$ cat src/rtl/extclk_byp_pkg.sv
package extclk_byp_pkg;
  localparam int unsigned FIELD_W = 4;
  localparam logic [FIELD_W-1:0] ARM_PAT   = 4'b1010;
  localparam logic [FIELD_W-1:0] RESET_PAT = 4'h5;
  localparam int unsigned NUM_FIELDS = 2;
  localparam int unsigned F_SEL  = 0;
  localparam int unsigned F_STEP = 1;
  localparam int unsigned LOCK_ADDR = 0;
  localparam int unsigned CTRL_ADDR = 1;
endpackage

$ cat src/rtl/extclk_byp_regs.sv
module extclk_byp_regs
  import extclk_byp_pkg::*;
#(
  parameter int unsigned ADDR_W = 2,
  parameter int unsigned DATA_W = 8
) (
  input  logic               clk_i,
  input  logic               rst_ni,
  input  logic               wr_en_i,
  input  logic [ADDR_W-1:0]  wr_addr_i,
  input  logic [DATA_W-1:0]  wr_data_i,
  input  logic [ADDR_W-1:0]  rd_addr_i,
  output logic [DATA_W-1:0]  rd_data_o,
  output logic               lock_o,
  output logic [NUM_FIELDS-1:0][FIELD_W-1:0] fields_o
);
  localparam int unsigned CTRL_BITS = NUM_FIELDS * FIELD_W;

  logic lock_q;
  logic [NUM_FIELDS-1:0][FIELD_W-1:0] fields_q;
  logic hit_lock, hit_ctrl;

  assign hit_lock = wr_en_i && (wr_addr_i == ADDR_W'(LOCK_ADDR));
  assign hit_ctrl = wr_en_i && (wr_addr_i == ADDR_W'(CTRL_ADDR));

  // Clear-only lock: a written zero clears it, a written one is ignored.
  always_ff @(posedge clk_i or negedge rst_ni) begin
    if (!rst_ni)                     lock_q <= 1'b1;
    else if (hit_lock && !wr_data_i[0]) lock_q <= 1'b0;
  end

  for (genvar g = 0; g < NUM_FIELDS; g++) begin : g_field
    always_ff @(posedge clk_i or negedge rst_ni) begin
      if (!rst_ni)                  fields_q[g] <= RESET_PAT;
      else if (hit_ctrl && lock_q)  fields_q[g] <= wr_data_i[g*FIELD_W +: FIELD_W];
    end
  end

  always_comb begin
    rd_data_o = '0;
    if (rd_addr_i == ADDR_W'(LOCK_ADDR))      rd_data_o[0] = lock_q;
    else if (rd_addr_i == ADDR_W'(CTRL_ADDR)) rd_data_o[CTRL_BITS-1:0] = fields_q;
  end

  assign lock_o   = lock_q;
  assign fields_o = fields_q;
endmodule

$ cat src/rtl/extclk_byp_match.sv
module extclk_byp_match
  import extclk_byp_pkg::*;
(
  input  logic [FIELD_W-1:0] value_i,
  output logic               armed_o
);
  // Redundant encoding: exactly one pattern arms the function.
  assign armed_o = (value_i == ARM_PAT);
endmodule

$ cat src/rtl/extclk_byp_hs.sv
module extclk_byp_hs (
  input  logic clk_i,
  input  logic rst_ni,
  input  logic sw_req_i,
  input  logic sw_step_i,
  input  logic lc_req_i,
  input  logic src_ack_i,
  output logic src_req_o,
  output logic lc_ack_o,
  output logic step_down_o
);
  logic src_req_q, lc_ack_q, step_q;

  always_ff @(posedge clk_i or negedge rst_ni) begin
    if (!rst_ni) begin
      src_req_q <= 1'b0;
      lc_ack_q  <= 1'b0;
      step_q    <= 1'b0;
    end else begin
      src_req_q <= sw_req_i | lc_req_i;
      lc_ack_q  <= lc_req_i & src_ack_i;
      step_q    <= sw_req_i & sw_step_i;
    end
  end

  assign src_req_o   = src_req_q;
  assign lc_ack_o    = lc_ack_q;
  assign step_down_o = step_q;
endmodule

$ cat src/rtl/extclk_bypass_ctrl.sv
module extclk_bypass_ctrl
  import extclk_byp_pkg::*;
#(
  parameter int unsigned ADDR_W = 2,
  parameter int unsigned DATA_W = 8
) (
  input  logic              clk_i,
  input  logic              rst_ni,
  input  logic              wr_en_i,
  input  logic [ADDR_W-1:0] wr_addr_i,
  input  logic [DATA_W-1:0] wr_data_i,
  input  logic [ADDR_W-1:0] rd_addr_i,
  output logic [DATA_W-1:0] rd_data_o,
  input  logic              dft_en_i,
  input  logic              lc_byp_req_i,
  output logic              lc_byp_ack_o,
  output logic              src_byp_req_o,
  input  logic              src_byp_ack_i,
  output logic              div_step_down_o
);
  logic lock_q;
  logic [NUM_FIELDS-1:0][FIELD_W-1:0] fields;
  logic [NUM_FIELDS-1:0] armed;
  logic sw_req;

  extclk_byp_regs #(.ADDR_W(ADDR_W), .DATA_W(DATA_W)) u_regs (
    .clk_i(clk_i), .rst_ni(rst_ni),
    .wr_en_i(wr_en_i), .wr_addr_i(wr_addr_i), .wr_data_i(wr_data_i),
    .rd_addr_i(rd_addr_i), .rd_data_o(rd_data_o),
    .lock_o(lock_q), .fields_o(fields)
  );

  for (genvar g = 0; g < NUM_FIELDS; g++) begin : g_match
    extclk_byp_match u_match (.value_i(fields[g]), .armed_o(armed[g]));
  end

  assign sw_req = dft_en_i & armed[F_SEL];

  extclk_byp_hs u_hs (
    .clk_i(clk_i), .rst_ni(rst_ni),
    .sw_req_i(sw_req), .sw_step_i(armed[F_STEP]),
    .lc_req_i(lc_byp_req_i), .src_ack_i(src_byp_ack_i),
    .src_req_o(src_byp_req_o), .lc_ack_o(lc_byp_ack_o),
    .step_down_o(div_step_down_o)
  );
endmodule

$ cat config.mk
export PLATFORM = sky130hd
export DESIGN_NAME = extclk_bypass_ctrl
export DESIGN_NICKNAME = d
export VERILOG_FILES = /design/src/rtl/extclk_byp_pkg.sv /design/src/rtl/extclk_byp_regs.sv /design/src/rtl/extclk_byp_match.sv /design/src/rtl/extclk_byp_hs.sv /design/src/rtl/extclk_bypass_ctrl.sv
export SDC_FILE = /design/constraint.sdc
export NUM_CORES = 1
export LEC_CHECK = 0
export BUFFER_PORTS_ARGS = -buffer_cell sky130_fd_sc_hd__buf_2
export CORE_MARGIN = 2
export CORE_UTILIZATION = 40
export CTS_BUF_LIST = sky130_fd_sc_hd__clkbuf_4 sky130_fd_sc_hd__clkbuf_8
export CTS_CLUSTER_SIZE = 16
export DETAILED_ROUTE_END_ITERATION = 6
export HOLD_SLACK_MARGIN = 0.02
export PLACE_DENSITY_LB_ADDON = 0.25
export REMOVE_ABC_BUFFERS = 1
export SLEW_MARGIN = 10
export SYNTH_ARGS = -nofsm -noshare
export SYNTH_HDL_FRONTEND = slang
export SYNTH_HIERARCHICAL = 1
export SYNTH_SLANG_ARGS = --single-unit
$ cat constraint.sdc
create_clock -name clk_i -period 1.4 [get_ports clk_i]
set_clock_uncertainty 0.2 [all_clocks]
set_input_delay 0.07 -clock clk_i [delete_from_list [all_inputs] [get_ports clk_i]]
set_output_delay 0.07 -clock clk_i [all_outputs]
set_load 0.05 [all_outputs]
==> out/results.txt <==
fmax: 0.662 GHz
total power: 0.712 mW
Placer Congestion: 0.722
number of antenna diodes: 0
first-pass GRT wire length: 1920 µm
CP max stage delay: 0.54 ns
NumNets Final: 107
Iteration-0 DRC Markers: 3
Placement Setup Slack: -0.0124 ns
DR vias: 495
Core Box Area: 1300 µm²
cell mode on critical path: buf_6
Max-cap violations: 0
Max transition margin: 72.5%
status: finished, violations left
worst slew pin tran: 0.411 ns
Net Sw Frac: 21.3%
Via density: 4.81
layout cells sized above 1: 61.4%
Post-Synth XOR/XNOR Area: 0%
syn_area_per_cell: 14.1 µm²
Synth Area in Compound Gates: 2.27%
die height: 41.1 µm
Post-DP Area: 718 µm²
net switching power: 0.152 mW
total grt overflow: 0
CTS root buffer: clkbuf_4
Arrival @ worst endpoint: 1.24 ns
Crit-path slowest cell: dfstp_2
synth warn: 6
RSZ-0062 raised after global routing: yes
width of the die: 41.1 µm
CTS H-Tree Depth: 1
Final Core Density: 73.9%
Clock Latency Late Sink: 0.27 ns
Worst R2R Path Depth: 3
post-route insts no fill: 103
failing checks: negative setup slack
CTS buffer count: 3
VDD IR max: 571 µV
DP HPWL: 804 µm
io pins: 29
clock share of power: 37.9%
CTS tree: done
initial antenna violation count: 0
# clock sinks: 12
proportion of synthesized area in mux cells: 18.1%
worst-path maximum fanout: 2
Row Count: 13
Static Leak: 0.505 nW
CP Cell Sequence: buf_6 -> mux2i_1 -> nor2_1 -> buf_6
largest family of logic cells by synthesized area: simple AND/OR/NAND/NOR gates
Placed Cells incl. Taps: 83
Tcrit/Tclk final: 108%
Internal: 0.560 mW
Layout Area Growth over Synthesis: 74.4%
largest net degree at the start of global routing: 9
Yosys reg bits: 12
CP endpoint kind: output pin
Slew Limit Fails: 0
worst path required time: 1.13 ns
antenna-violating nets left: 0
mapped cell area: 552 µm²
critical path type: reg -> out
post-route minimum period: 1.51 ns
full die area: 1690 µm²
quantity of I/O buffers inserted on ports: 28
endpoints failing setup: 3
Cell variety after synth: 13
Remaining DRCs: 0
fin area: 962 µm²
Pwr per Cell Area: 740 nW/µm²
Seq/Total Area, Yosys: 55.6%
Worst Slack Setup Final: -0.110 ns
Longest Clk Path Bufs: 2
Reg clk slew, reported paths: 0.08 ns
Seq pwr share: 49.2%
Initial Util: 42.4%
combinational power share: 12.8%
Synth Area in Simple Gates: 23.4%
DR WL/cell: 12.9 µm
gr usage total: 18.6%
Synth Area in Adders: 0%
Startpoint Class: flip-flop
total wire length: 1330 µm
drt first pass iters: 4
Synth Instances: 39
Worst Hold Class: in -> async
vias in the first global route: 452
final hold vios: 0
[final cells by class]
type                            instances  area, µm²
Timing Repair Buffer                   45        347
Fill cell                             101        339
Sequential cell                        12        307
Multi-Input combinational cell         26        250
Clock buffer                            4       36.3
Tap cell                               15       18.8
Inverter                                1       3.75
[layer usage]
layer  track usage [%]  vias up  share of wire [%]
li1                  -      237                  -
met3              3.26        2                5.7
met5                 0        -                  0
met1              21.1      237                 40
met2              34.0       19                 53
met4              7.26        0                1.1
[cells in the final DEF (no fill, tap or decap)]
master,synthesis,layout
buf_2,0,24
dlygate4sd3_1,0,15
mux2_2,8,8
dfrtp_1,7,7
and2_1,9,6
dfstp_2,5,5
and2_4,0,4
clkbuf_4,0,3
buf_6,0,3
and4bb_2,2,2
buf_8,0,2
clkbuf_8,0,1
dlymetal6s4s_1,0,1
or2_1,1,1
nor2b_1,1,1
mux2i_1,1,1
nor2_1,1,1
nand4b_4,1,1
inv_1,1,1
o41a_2,1,1
[worst max-delay path, delay by kind of cell, from the launching register on]
kind / cells / cell delay, ns
AND/OR/NAND/NOR: 1 / 0.12
buffers and inverters: 2 / 0.26
multiplexers: 1 / 0.06
flip-flops: 1 / 0.54
[what timing repair did]
action                     CTS  global route
cloned                       0             0
setup endpoints to repair    7            17
hold buffers                16             0
gates resized for setup      9             7
hold endpoints to repair    24             0
pin swaps                    1             0
buffers inserted             0             0
[sequential cells by signal (all words and copies together) (netlist names)]
signal	count
u_regs/lock_o	1
u_regs/fields_o	8
u_hs/src_req_o	1
u_hs/lc_ack_o	1
u_hs/step_down_o	1
[power by group through the flow]
stage | clock network [mW] | logic, mW | registers, mW
after detailed placement | 0 | 0.0551 | 0.357
after global placement | 0 | 0.0542 | 0.357
final | 0.270 | 0.0915 | 0.351
after CTS | 0.281 | 0.0906 | 0.350
after global routing | 0.304 | 0.0997 | 0.351
after floorplan | 0 | 0.00651 | 0.368
[stage by stage]
| step | hold slack (ns) | setup TNS, ns |
|---|---|---|
| floorplan | -0.426 | -0.126 |
| global placement | -0.241 | 0 |
| detailed placement | -0.236 | -0.0124 |
| CTS | 0.152 | -0.146 |
| global route | 0.173 | -0.366 |
| finish | 0.155 | -0.151 |
[logic make-up after synthesis]
kind of cell,count (synthesis)
AO/OA/AOI/OAI,1
buffers and inverters,1
flip-flops,12
multiplexers,9
AND/OR/NAND/NOR,16
[worst paths after layout]
| kind | to | slack, ns | start |
|---|---|---|---|
| worst min register to register | u_regs/lock_o | 0.30 | u_regs/lock_o |
| worst min-delay path | u_regs/fields_o[2] | 0.15 | rst_ni |
| max in group asynchronous | u_regs/fields_o[5] | 0.43 | rst_ni |
| worst max-delay path | rd_data_o[0] | -0.11 | u_regs/fields_o[0] |
| min in group clk_i | rd_data_o[0] | 0.22 | rd_addr_i[1] |
| worst max register to register | u_hs/src_req_o | -0.04 | u_regs/fields_o[2] |
[cells in the mapped netlist, drive strengths merged]
cell type | instances | area share (%)
or2 | 1 | 1.1
and2 | 10 | 12
nor2b | 1 | 1.1
nand4b | 1 | 4.3
nor2 | 1 | 0.68
inv | 1 | 0.68
and4bb | 2 | 4.5
mux2i | 1 | 1.8
dfstp | 5 | 24
mux2 | 8 | 16
o41a | 1 | 2.3
dfrtp | 7 | 32
No activity file was read; power rests on OpenSTA's default activity.
